==> src/rtl/dlut_pkg.sv <==
package dlut_pkg;

    localparam int TBL_AW_DEF = 4;
    localparam int N_TBL      = 4;
    localparam int MODE_BITS  = 2;

    typedef enum logic {
        GATE_MUX = 1'b0,
        GATE_XOR = 1'b1
    } gate_sel_e;

    typedef struct packed {
        logic      five_en;
        gate_sel_e gate_sel;
    } cell_mode_t;

    // Index of each table inside the configuration word, lowest first.
    localparam int TBL_B_LO = 0;
    localparam int TBL_B_HI = 1;
    localparam int TBL_A_LO = 2;
    localparam int TBL_A_HI = 3;

    function automatic int cfg_width(input int aw);
        return N_TBL * (1 << aw) + MODE_BITS;
    endfunction

endpackage

==> src/rtl/dlut_cfg_chain.sv <==
module dlut_cfg_chain #(
    parameter int CFG_W = 66
) (
    input  logic             clk,
    input  logic             rst,
    input  logic             cfg_en,
    input  logic             cfg_din,
    output logic [CFG_W-1:0] cfg_q
);

    always_ff @(posedge clk) begin
        if (rst) begin
            cfg_q <= '0;
        end else if (cfg_en) begin
            cfg_q <= {cfg_q[CFG_W-2:0], cfg_din};
        end
    end

    // reset leaves an empty configuration
    p_reset_clears_r1: assert property (@(posedge clk) rst |=> (cfg_q == '0));

    // the serial bit enters at position 0 and older bits move up
    p_shift_in_r2: assert property (@(posedge clk) disable iff (rst)
        cfg_en |=> (cfg_q[0] == $past(cfg_din)) &&
                   (cfg_q[CFG_W-1:1] == $past(cfg_q[CFG_W-2:0])));

    // no load means no change
    p_hold_r3: assert property (@(posedge clk) disable iff (rst)
        !cfg_en |=> $stable(cfg_q));

endmodule

==> src/rtl/dlut_fn5.sv <==
module dlut_fn5 #(
    parameter int TBL_AW = 4,
    localparam int DEPTH = 1 << TBL_AW
) (
    input  logic [DEPTH-1:0] tbl_lo,
    input  logic [DEPTH-1:0] tbl_hi,
    input  logic [TBL_AW:0]  sel_in,
    input  logic             five_en,
    output logic             f_out
);

    logic [TBL_AW-1:0] idx;
    logic              lo_bit;
    logic              hi_bit;

    always_comb begin
        idx    = sel_in[TBL_AW-1:0];
        lo_bit = tbl_lo[idx];
        hi_bit = tbl_hi[idx];
        // The top input picks the table only in five-input operation.
        if (five_en && sel_in[TBL_AW]) begin
            f_out = hi_bit;
        end else begin
            f_out = lo_bit;
        end
    end

endmodule

==> src/rtl/dlut_combine.sv <==
module dlut_combine
    import dlut_pkg::*;
(
    input  cell_mode_t mode,
    input  logic       f_a,
    input  logic       f_b,
    input  logic       bypass,
    output logic       g_sel,
    output logic       g_nand
);

    logic mux_v;
    logic xor_v;

    always_comb begin
        mux_v = bypass ? f_a : f_b;
        xor_v = f_a ^ f_b ^ bypass;
        if (!mode.five_en) begin
            g_sel  = 1'b0;
            g_nand = 1'b0;
        end else begin
            g_sel  = (mode.gate_sel == GATE_XOR) ? xor_v : mux_v;
            g_nand = ~(f_a & f_b & bypass);
        end
    end

endmodule

==> src/rtl/dlut_cell.sv <==
module dlut_cell
    import dlut_pkg::*;
#(
    parameter int TBL_AW = TBL_AW_DEF,
    localparam int DEPTH = 1 << TBL_AW,
    localparam int CFG_W = N_TBL * DEPTH + MODE_BITS
) (
    input  logic          clk,
    input  logic          rst,
    input  logic          cfg_en,
    input  logic          cfg_din,
    input  logic [TBL_AW:0] a_in,
    input  logic [TBL_AW:0] b_in,
    input  logic          bypass_in,
    output logic          fa_out,
    output logic          fb_out,
    output logic          gsel_out,
    output logic          gnand_out
);

    logic [CFG_W-1:0] cfg_q;
    cell_mode_t       mode;
    logic [DEPTH-1:0] tbl [N_TBL];
    logic [1:0]       fn_res;
    logic [TBL_AW:0]  fn_sel [2];

    dlut_cfg_chain #(.CFG_W(CFG_W)) u_cfg (
        .clk    (clk),
        .rst    (rst),
        .cfg_en (cfg_en),
        .cfg_din(cfg_din),
        .cfg_q  (cfg_q)
    );

    assign mode = cell_mode_t'(cfg_q[CFG_W-1 -: MODE_BITS]);

    for (genvar t = 0; t < N_TBL; t++) begin : g_tbl
        assign tbl[t] = cfg_q[t*DEPTH +: DEPTH];
    end

    // Function 0 is B (tables 0/1), function 1 is A (tables 2/3).
    assign fn_sel[0] = b_in;
    assign fn_sel[1] = a_in;

    for (genvar k = 0; k < 2; k++) begin : g_fn
        dlut_fn5 #(.TBL_AW(TBL_AW)) u_fn (
            .tbl_lo (tbl[2*k]),
            .tbl_hi (tbl[2*k+1]),
            .sel_in (fn_sel[k]),
            .five_en(mode.five_en),
            .f_out  (fn_res[k])
        );
    end

    assign fa_out = fn_res[1];
    assign fb_out = fn_res[0];

    dlut_combine u_gates (
        .mode  (mode),
        .f_a   (fn_res[1]),
        .f_b   (fn_res[0]),
        .bypass(bypass_in),
        .g_sel (gsel_out),
        .g_nand(gnand_out)
    );

    // multiplexer steered by the bypass input
    p_mux_pick_r6: assert property (@(posedge clk) disable iff (rst)
        (mode.five_en && mode.gate_sel == GATE_MUX) |->
            (gsel_out == (bypass_in ? fa_out : fb_out)));

    // three-way parity
    p_xor_parity_r7: assert property (@(posedge clk) disable iff (rst)
        (mode.five_en && mode.gate_sel == GATE_XOR) |->
            ($countones({gsel_out, fa_out, fb_out, bypass_in}) % 2 == 0));

    // NAND low only when all three are high
    p_nand_low_r8: assert property (@(posedge clk) disable iff (rst)
        mode.five_en |-> (!gnand_out == (fa_out && fb_out && bypass_in)));

    // gates silent in four-input operation
    p_gates_off_r9: assert property (@(posedge clk) disable iff (rst)
        !mode.five_en |-> (!gsel_out && !gnand_out));

    // function A follows its low table in four-input operation
    p_four_lo_r9: assert property (@(posedge clk) disable iff (rst)
        !mode.five_en |-> (fa_out == tbl[TBL_A_LO][a_in[TBL_AW-1:0]]));

endmodule

==> config.mk <==
export PLATFORM = sky130hd
export DESIGN_NAME = dlut_cell
export DESIGN_NICKNAME = d
export VERILOG_FILES = /design/src/rtl/dlut_pkg.sv /design/src/rtl/dlut_cfg_chain.sv /design/src/rtl/dlut_fn5.sv /design/src/rtl/dlut_combine.sv /design/src/rtl/dlut_cell.sv
export SDC_FILE = /design/constraint.sdc
export NUM_CORES = 1
export LEC_CHECK = 0
export CAP_MARGIN = 40
export CORE_MARGIN = 5
export CORE_UTILIZATION = 42
export CTS_CLUSTER_SIZE = 28
export DETAILED_ROUTE_END_ITERATION = 10
export GPL_TIMING_DRIVEN = 0
export PLACE_DENSITY = 0.62
export SETUP_SLACK_MARGIN = 0.05
export SKIP_CTS_REPAIR_TIMING = 1
export SLEW_MARGIN = 10
export SYNTH_ARGS = -nofsm -noshare
export SYNTH_HDL_FRONTEND = slang
export SYNTH_SLANG_ARGS = --single-unit
==> constraint.sdc <==
create_clock -name clk -period 4.4 [get_ports clk]
set_input_delay 0.88 -clock clk [delete_from_list [all_inputs] [get_ports clk]]
set_output_delay 0.88 -clock clk [all_outputs]
set_load 0.01 [all_outputs]
==> results of run 1 <==
## cells in the mapped netlist
cell | instances | area, um^2
mux2i_1 | 97 | 971
nor2_1 | 68 | 255
dfxtp_1 | 66 | 1320
clkbuf_1 | 10 | 37.5
nand2_1 | 10 | 37.5
a22oi_1 | 7 | 52.6
a21oi_1 | 5 | 25.0
buf_2 | 5 | 25.0
nand3_1 | 5 | 25.0
nor2b_1 | 5 | 31.3
a211oi_1 | 2 | 15.0
a221oi_1 | 2 | 17.5
and2_1 | 2 | 12.5
and3_1 | 2 | 12.5
buf_1 | 2 | 7.51
nand4_1 | 2 | 12.5
a2111oi_4 | 1 | 27.5
a21boi_0 | 1 | 7.51
a22o_1 | 1 | 8.76
a311o_1 | 1 | 10.0
a31oi_1 | 1 | 6.26
and2b_1 | 1 | 7.51
buf_12 | 1 | 20.0
buf_4 | 1 | 7.51
buf_6 | 1 | 11.3
ha_1 | 1 | 12.5
inv_1 | 1 | 3.75
o21ai_1 | 1 | 5.00
o311a_1 | 1 | 10.0
or3_2 | 1 | 7.51
xor2_1 | 1 | 8.76
## critical path: stages
cell             delay [ns]
clkdlybuf4s50_1        0.48
nand3_1                0.11
a21oi_1                0.04
nand3_1                0.08
o21ai_1                0.08
or3_2                  0.50
ha_1                   0.30
xor2_1                 0.16
and3_1                 0.18
a311o_1                0.27
dlymetal6s2s_1         0.18
## through the flow
| stage | power [mW] | cells | setup WS [ns] | setup TNS, ns | util [%] |
|---|---|---|---|---|---|
| 2_1_floorplan | 0.681 | 305 | 0.495 | 0 | - |
| 3_3_place_gp | 0.711 | 415 | -0.454 | -0.454 | 47.7 |
| 3_5_place_dp | 0.710 | 415 | -0.431 | -0.431 | 47.7 |
| 4_1_cts | 1.29 | 431 | -0.456 | -0.457 | 51.0 |
| 5_1_grt | 1.32 | 431 | 0.145 | 0 | 51.7 |
| 6_report | 1.27 | 431 | 0.247 | 0 | 51.7 |
## layout make-up
cell class / count / area [um^2] / share of cell area [%]
plain buffers: 20 / 113 / 3.17
clock buffers: 12 / 155 / 4.37
multi-input cells: 218 / 1610 / 45.4
inverters: 1 / 3.75 / 0.106
repair buffers: 14 / 153 / 4.30
well taps: 96 / 120 / 3.38
clock inverters: 4 / 73.8 / 2.08
flip-flops and latches: 66 / 1320 / 37.2
## power by group through the flow
stage,sequential (mW),clock [mW],combinational (mW)
floorplan,0.612,0,0.0687
global placement,0.613,0,0.0980
detailed placement,0.613,0,0.0978
CTS,0.599,0.592,0.0982
finish,0.599,0.573,0.101
global route,0.599,0.618,0.108
## kinds of logic after synthesis
logic type	after synthesis	synth area share, %
AO/OA/AOI/OAI	23	6.15
flip-flops	66	43.9
AND/OR/NAND/NOR	96	13.3
adder cells (fa/ha/maj)	1	0.415
buffers and inverters	21	3.74
XOR/XNOR	1	0.291
multiplexers	97	32.2
## layer usage
layer | routed length [um] | GRT usage [%] | up-vias
met5 | 0 | 0 | -
met4 | 44 | 7.93 | 0
met3 | 181 | 2.79 | 2
met2 | 2540 | 19.7 | 27
met1 | 2970 | 19.2 | 1005
li1 | - | - | 1109
## worst min-delay path by stage
| stage | startpoint | slack, ns | endpoint | cells after the start |
|---|---|---|---|---|
| 2_1_floorplan | u_cfg.cfg_q[8]$_SDFFE_PP0P_ | 0.47 | u_cfg.cfg_q[8]$_SDFFE_PP0P_ | 2 |
| 3_3_place_gp | u_cfg.cfg_q[26]$_SDFFE_PP0P_ | 0.50 | u_cfg.cfg_q[27]$_SDFFE_PP0P_ | 2 |
| 3_5_place_dp | u_cfg.cfg_q[8]$_SDFFE_PP0P_ | 0.50 | u_cfg.cfg_q[8]$_SDFFE_PP0P_ | 2 |
| 4_1_cts | u_cfg.cfg_q[8]$_SDFFE_PP0P_ | 0.52 | u_cfg.cfg_q[8]$_SDFFE_PP0P_ | 2 |
| 5_1_grt | u_cfg.cfg_q[50]$_SDFFE_PP0P_ | 0.55 | u_cfg.cfg_q[50]$_SDFFE_PP0P_ | 2 |
| 6_report | u_cfg.cfg_q[17]$_SDFFE_PP0P_ | 0.52 | u_cfg.cfg_q[17]$_SDFFE_PP0P_ | 2 |
## layout by cell type, fill, tap and decap left out, drive strengths merged, types with 7 or more instances in the layout
| master | Yosys | routed |
|---|---|---|
| mux2i | 97 | 97 |
| nor2 | 68 | 68 |
| a22oi | 7 | 7 |
| nand2 | 10 | 10 |
| dfxtp | 66 | 66 |
| buf | 10 | 10 |
| clkbuf | 10 | 22 |
| clkdlybuf4s50 | 0 | 9 |
==> impl_results.md, run 1 <==
* Clock power share at 45.0%
* Initial Utilization at 43.9%
* Cell area after layout at about 3600 um^2
* Drt pass-1 iters at 4
* Avg WL per Cell at between 10 and 15 um
* Sequential share of power at 47.1%
* Clk buf depth at 2
* Gr usage total at roughly 14%
* Crit Path Class: input pin to output pin
* Maximum fanout along the worst path at 4
* Worst Hold Class: register to register
* Netlist cell types at 31
* Initial antenna violation count at 0
* RR Startpoint: u_cfg.cfg_q[65]$_SDFFE_PP0P_
* Filler cell count at 654
* Clk Latency, worst-skew pair at 0.33 ns
* Largest register FFs at between 60 and 70
* CP required at around 3.5 ns
* Largest reg by FF count: u_cfg.cfg_q
* DR vias/cell at 4.97
* Via count at 2,143
* Netlist Area Pre-Place at 3010 um^2
* Max-cap violations at 0
* Die area at 8970 um^2
* Synth warnings at 0
* CTS sink count at 66
* # H-tree levels at 3
* Final Hold Vio Count at 0
* Reg clk slew, reported paths at 0.07 ns
* Layout Area Growth over Synthesis at 17.9%
* Die width at 94.7 um
* FP Rows at 30
* Count of final setup violators at 0
* Yosys reg bits at 66
* Crit share post-route at 94.4%
* Drt drc at 0
* Crit path from: b_in[3]
* Largest regs: u_cfg.cfg_q: 66 flops
* Hold_ws at 0.518 ns
* Vias in the first global route at 2,025
* Unrepaired setup endpoints after global routing: no
* Antenna diodes at 0
* Sw frac at between 20% and 30%
* Seq/Total Area, Yosys at roughly 44%
* Pwr Density at 358 nW/um^2
* NetSw at 0.276 mW
* Largest net degree at the start of global routing at 12
* Max-Slew Margin vs Limit at 54.7%
* Max Clock Skew at 0.00769 ns
* Crit path capture: gsel_out
* Final WL at roughly 5.7 mm
* Final worst path period need at around 4.2 ns
* Least-Margin Pin Slew at ~0.68 ns
* Syn_area_per_cell at 9.88 um^2
* GPL Wtd Cong at 0.762
* Starting DRC count in detailed routing at 93
* Nets at 346
* Setup crit end kind: output pin
* Detail Placement HPWL at between 4 and 5 mm
* Routed Antenna Nets at 0
* Core area at 6870 um^2
* Cells after synthesis at 305
* Share of cells above drive strength 1 at 9.55%
* Die Height at 94.7 um
* R2R cell count at 3
* Final slew viol count at 0
* IO Count at 19
* Max Clk Rate at ~240 MHz
* Gate power share at ~8%
* Worst ir drop on vdd at 0.195 mV
* Status: complete, no violations
* Reg2Reg Capture Point: u_cfg.cfg_q[65]$_SDFFE_PP0P_
* CP arrival at 3.27 ns
* Pleak at 1.61 nW
* IO buf count at 14
* CTS Root Cell: clkbuf_8
* CTS buffer count at 9
* R2r setup slk at 3.42 ns
* Global-route wire length before repair at between 9 and 10 mm
* Placed cell area at 3270 um^2
* P_int at 0.996 mW
* Critical Path Start Type: input pin
* TritonCTS clock tree: built
* Syn nets at roughly 320
* GRT Residual Overflow at 0
Power figures use the tool's default switching activity.
==> run 2, diff against run 1 <==
--- a/config.mk
+++ b/config.mk
@@ -6,7 +6,6 @@
 export NUM_CORES = 1
 export LEC_CHECK = 0
 export CAP_MARGIN = 40
-export CORE_MARGIN = 5
 export CORE_UTILIZATION = 42
 export CTS_CLUSTER_SIZE = 28
 export DETAILED_ROUTE_END_ITERATION = 10
==> run 2 against run 1 <==
Against the previous run: total power decreased by 0.19%; cell count unchanged; first-iteration DRC count decreased by 22%; highest routed layer unchanged; clock skew decreased by 0.00082 ns; largest cell class unchanged; utilization is 0.073 points lower; critical endpoint unchanged; sequential share of layout area up 0.053 points; clock power hardly changed.
==> impl_results.md, run 2 (synthesized netlist as in run 1, its figures left out) <==
* DR vias/cell at 4.93 (-0.79%)
* R2r setup slk at 3.49 ns (+0.07 ns)
* GPL Wtd Cong at 0.878 (+15%)
* Routed Antenna Nets at 0 (unchanged)
* R2R cell count at 3 (unchanged)
* CTS sink count at 66 (unchanged)
* Gr usage total at 16.6% (+2.8 points)
* Final slew viol count at 0 (unchanged)
* Global-route wire length before repair at 9.67 mm (+1.0%)
* Die width at 86.7 um (-8.4%)
* Final worst path period need at 4.17 ns (+0.0188 ns)
* Antenna diodes at 0 (unchanged)
* Vias in the first global route at 2,051 (+1.3%)
* Most frequent cells in the layout: mux2i_1 (97), nor2_1 (68), dfxtp_1 (66)
* Drt drc at 0 (unchanged)
* Largest reg by FF count: u_cfg.cfg_q
* Register Area at 1320 um^2 (unchanged)
* Post-Route Setup TNS at 0 ns (unchanged)
* Final WL at 5.64 mm (-1.8%)
* Hold_ws at 0.523 ns (+0.00465 ns)
* Avg WL per Cell at 13.1 um (-1.8%)
* Final Hold Vio Count at 0 (unchanged)
* Detail Placement HPWL at 3.98 mm (-3.7%)
* CTS buffer count at 9 (unchanged)
* Cell area after layout at 3550 um^2 (-0.14%)
* Max-Slew Margin vs Limit at 54.0% (-0.63 points)
* Crit share post-route at 94.8% (+0.43 points)
* Crit Path Class: input pin to output pin
* CTS Root Cell: clkbuf_8
* Setup crit end kind: output pin
* Max Clk Rate at 240 MHz (-0.45%)
* Clock power share at 45.0% (about the same)
* Number of instances in the placed design at 415 (unchanged)
* Pleak at 1.61 nW (-0.15%)
* IO buf count at 14 (unchanged)
* Most common cell after layout, fill and taps aside: mux2i_1
* FP Rows at 30 (unchanged)
* NetSw at 0.275 mW (-0.66%)
* Sw frac at 21.6% (-0.10 points)
* P_int at 0.995 mW (about the same)
* CP arrival at 3.29 ns (+0.02 ns)
* Hold path depth at 2 (unchanged)
* Largest register FFs at 66 (unchanged)
* Largest net degree at the start of global routing at 12 (unchanged)
* Final Core Density at 51.6% (-0.073 points)
* Max-cap violations at 0 (unchanged)
* Count of final setup violators at 0 (unchanged)
* Initial antenna violation count at 0 (unchanged)
* Non-filler instance count after layout at 431 (unchanged)
* Die Height at 86.7 um (-8.4%)
* Least-Margin Pin Slew at 0.689 ns (+0.00951 ns)
* Crit path from: b_in[4]
* Pwr Density at 358 nW/um^2 (about the same)
* Largest regs: u_cfg.cfg_q: 66 flops
* Maximum fanout along the worst path at 3 (-1)
* Clk buf depth at 2 (unchanged)
* Nets at 346 (unchanged)
* Multi-input gate area at 1610 um^2 (about the same)
* Die area at 7520 um^2 (-16%)
* Total chip power at 1.27 mW (-0.19%)
* Via count at 2,126 (-0.79%)
* Filler cell count at 652 (-0.31%)
* CP required at 3.52 ns (about the same)
* RR Startpoint: u_cfg.cfg_q[65]$_SDFFE_PP0P_
* Critical Path Start Type: input pin
* Initial Utilization at 43.9% (unchanged)
* Sequential share of power at 47.2% (about the same)
* Gate power share at 7.9% (about the same)
* Worst Hold Class: register to register
* Starting DRC count in detailed routing at 73 (-22%)
* IO Count at 19 (unchanged)
* Max Clock Skew at 0.00687 ns (-0.000817 ns)
* Drt pass-1 iters at 4 (unchanged)
* Reg clk slew, reported paths at 0.07 ns (about the same)
* Worst ir drop on vdd at 0.150 mV (-23%)
* Core area at 6870 um^2 (unchanged)
* Share of cells above drive strength 1 at 9.55% (unchanged)
* Hold path start: u_cfg.cfg_q[56]$_SDFFE_PP0P_
* # H-tree levels at 3 (unchanged)
* Unrepaired setup endpoints after global routing: no
* Status: complete, no violations
* Setup WS pre-CTS at -0.448 ns (-0.0177 ns)
* TritonCTS clock tree: built
* Layout Area Growth over Synthesis at 17.7%
* Clk Latency, worst-skew pair at 0.33 ns (about the same)
* Placed cell area at 3270 um^2 (unchanged)
* Final setup margin at 0.228 ns (-0.0188 ns)
* GRT Residual Overflow at 0 (unchanged)
==> run 2: cell types whose count changed in the layout (fill, tap and decap cells not counted) <==
| cell | delta |
|---|---|
| buf_4 | +1 |
| and2_2 | +1 |
| and2_4 | -1 |
| buf_6 | -1 |
==> run 2: critical path, stage by stage <==
cell	delay (ns)
clkdlybuf4s50_1	0.51
nand2_1	0.09
nand4_1	0.11
o21ai_1	0.08
or3_2	0.52
ha_1	0.30
xor2_1	0.15
and3_1	0.18
a311o_1	0.28
dlymetal6s2s_1	0.18
==> run 2: layout make-up <==
| class | instances | share of cell area, % |
|---|---|---|
| multi-input cells | 218 | 45.4 |
| flip-flops and latches | 66 | 37.3 |
| clock buffers | 12 | 4.38 |
| repair buffers | 14 | 4.30 |
| well taps | 96 | 3.39 |
| plain buffers | 20 | 3.07 |
| clock inverters | 4 | 2.08 |
| inverters | 1 | 0.106 |
==> run 2: power by group through the flow <==
stage | clock, mW | combinational (mW) | sequential, mW
floorplan | 0 | 0.0687 | 0.612
global placement | 0 | 0.0977 | 0.613
detailed placement | 0 | 0.0979 | 0.613
CTS | 0.585 | 0.0983 | 0.599
global route | 0.611 | 0.108 | 0.599
finish | 0.571 | 0.0998 | 0.599
==> run 2: path summary, 6_finish.rpt <==
path	end
worst max-delay path	gsel_out
worst min-delay path	u_cfg.cfg_q[57]$_SDFFE_PP0P_
worst max register to register	u_cfg.cfg_q[65]$_SDFFE_PP0P_
worst min register to register	u_cfg.cfg_q[57]$_SDFFE_PP0P_
==> run 2: layer usage <==
metal	track usage [%]	part of all wire, %	up-vias
li1	-	-	1114
met1	22.5	52	983
met2	25.0	43	19
met3	3.62	2.1	10
met4	8.48	2.0	0
met5	0	0	-
==> run 3, diff against run 2 <==
--- a/config.mk
+++ b/config.mk
@@ -10,7 +10,7 @@
 export CTS_CLUSTER_SIZE = 28
 export DETAILED_ROUTE_END_ITERATION = 10
 export GPL_TIMING_DRIVEN = 0
-export PLACE_DENSITY = 0.62
+export PLACE_DENSITY = 0.71
 export SETUP_SLACK_MARGIN = 0.05
 export SKIP_CTS_REPAIR_TIMING = 1
 export SLEW_MARGIN = 10
==> run 3 against run 2 <==
Against the previous run: clock skew is 0.0027 ns lower; largest power group unchanged; highest routed layer unchanged; sequential power is essentially flat; fmax rose by 0.69%; total power fell by 4.6%; non-clock buffer count up 1; critical path depth did not move; global-route usage is 0.071 points lower.
==> impl_results.md, run 3 (synthesized netlist as in run 1, its figures left out) <==
* Status: complete, no violations
* Share of cells above drive strength 1 at 10.4% (+0.86 points)
* IO Count at 19 (unchanged)
* Via count at 2,171 (+2.1%)
* GRT Residual Overflow at 0 (unchanged)
* Pleak at 1.62 nW (+0.32%)
* RR Startpoint: u_cfg.cfg_q[65]$_SDFFE_PP0P_
* Hold path depth at 2 (unchanged)
* Initial Utilization at 43.9% (unchanged)
* Critical Path Start Type: input pin
* DR vias/cell at 5.03 (+1.9%)
* Starting DRC count in detailed routing at 138 (+89%)
* Reg clk slew, reported paths at 0.06 ns (about the same)
* GPL Wtd Cong at 0.843 (-4.0%)
* Routed Antenna Nets at 0 (unchanged)
* Largest reg by FF count: u_cfg.cfg_q
* FP Rows at 30 (unchanged)
* IO buf count at 14 (unchanged)
* Initial antenna violation count at 0 (unchanged)
* R2r setup slk at 3.47 ns (-0.02 ns)
* Worst ir drop on vdd at 0.159 mV (+5.7%)
* Clk buf depth at 2 (unchanged)
* Final Hold Vio Count at 0 (unchanged)
* CP arrival at 3.26 ns (-0.03 ns)
* Setup crit end kind: output pin
* Final setup margin at 0.257 ns (+0.0286 ns)
* Nets at 347 (+0.29%)
* Count of final setup violators at 0 (unchanged)
* R2R cell count at 3 (unchanged)
* Detail Placement HPWL at 3.93 mm (-1.1%)
* Max Clk Rate at 241 MHz (+0.69%)
* Final worst path period need at 4.14 ns (-0.0286 ns)
* Crit path from: b_in[4]
* Crit Path Class: input pin to output pin
* Pwr Density at 343 nW/um^2 (-4.3%)
* Drt drc at 0 (unchanged)
* Max-cap violations at 0 (unchanged)
* Final WL at 5.64 mm (unchanged)
* Vias in the first global route at 2,125 (+3.6%)
* Placed cell area at 3270 um^2 (unchanged)
* Unrepaired setup endpoints after global routing: no
* Maximum fanout along the worst path at 3 (unchanged)
* Die width at 86.7 um (unchanged)
* Die Height at 86.7 um (unchanged)
* Drt pass-1 iters at 4 (unchanged)
* Clk Latency, worst-skew pair at 0.34 ns (about the same)
* CTS sink count at 66 (unchanged)
* Crit share post-route at 94.2% (-0.65 points)
* # H-tree levels at 3 (unchanged)
* Least-Margin Pin Slew at 0.671 ns (-0.0182 ns)
* CTS Root Cell: clkbuf_8
* WHS Endpoint: u_cfg.cfg_q[41]$_SDFFE_PP0P_
* Avg WL per Cell at 13.0 um (-0.23%)
* Global-route wire length before repair at 9.66 mm (-0.13%)
* Cell area after layout at 3540 um^2 (-0.28%)
* Largest net degree at the start of global routing at 12 (unchanged)
* Layout Area Growth over Synthesis at 17.4%
* Most common cell after layout, fill and taps aside: mux2i_1
* CTS buffer count at 9 (unchanged)
* CP required at 3.52 ns (about the same)
* Gr usage total at 16.6% (-0.071 points)
* TritonCTS clock tree: built
* Final slew viol count at 0 (unchanged)
* Largest regs: u_cfg.cfg_q: 66 flops
* Largest register FFs at 66 (unchanged)
* Max-Slew Margin vs Limit at 55.3% (+1.2 points)
* Worst Hold Class: register to register
* Hold path start: u_cfg.cfg_q[40]$_SDFFE_PP0P_
* Antenna diodes at 0 (unchanged)
* Die area at 7520 um^2 (unchanged)
* Setup WS pre-CTS at -0.404 ns (+0.0443 ns)
* Core area at 6870 um^2 (unchanged)
* Max Clock Skew at 0.00417 ns (-0.00270 ns)
* Most frequent cells in the layout: mux2i_1 (97), nor2_1 (67), dfxtp_1 (66)
* Reg2Reg Capture Point: u_cfg.cfg_q[65]$_SDFFE_PP0P_
==> run 3: worst max-delay path by stage <==
stage | to | slack [ns]
after floorplan | gsel_out | 0.50
after global placement | gsel_out | -0.40
after detailed placement | gsel_out | -0.40
after CTS | gsel_out | -0.42
after global routing | gsel_out | 0.15
final | gsel_out | 0.26
==> run 3: worst max-delay path, stage by stage <==
cell,delay (ns)
clkdlybuf4s50_1,0.52
nand2_1,0.09
nand4_1,0.12
o21ai_1,0.08
or3_2,0.51
ha_1,0.30
xor2_1,0.16
and3_1,0.18
a311o_1,0.26
dlymetal6s2s_1,0.17
==> run 3: per-layer routing <==
metal / up-vias / GRT usage, % / part of all wire [%]
met5: - / 0 / 0
met4: 0 / 6.36 / 2.2
met3: 9 / 4.95 / 3.5
met2: 36 / 26.1 / 46
met1: 1009 / 21.4 / 48
li1: 1117 / - / -
==> run 3: report_power, final <==
part	switching, mW	internal, mW
clock	0.222	0.289
combinational	0.0533	0.0481
sequential	0.000891	0.598
==> run 3: cell type report <==
class	count	area (um^2)
clock buffers	11	151
plain buffers	20	109
repair buffers	15	163
clock inverters	5	52.6
well taps	96	120
fillers	651	3330
multi-input cells	218	1620
inverters	1	3.75
flip-flops and latches	66	1320
==> run 3: through the flow <==
step                      hold WS [ns]  power, mW  instances  utilization (%)  setup TNS [ns]
after floorplan                  0.475      0.681        305                -               0
final                            0.520       1.21        432             51.5               0
after global placement           0.494      0.709        415             47.7          -0.399
after global routing             0.552       1.26        432             51.5               0
after CTS                        0.528       1.22        431             50.6          -0.417
after detailed placement         0.508      0.710        415             47.7          -0.404
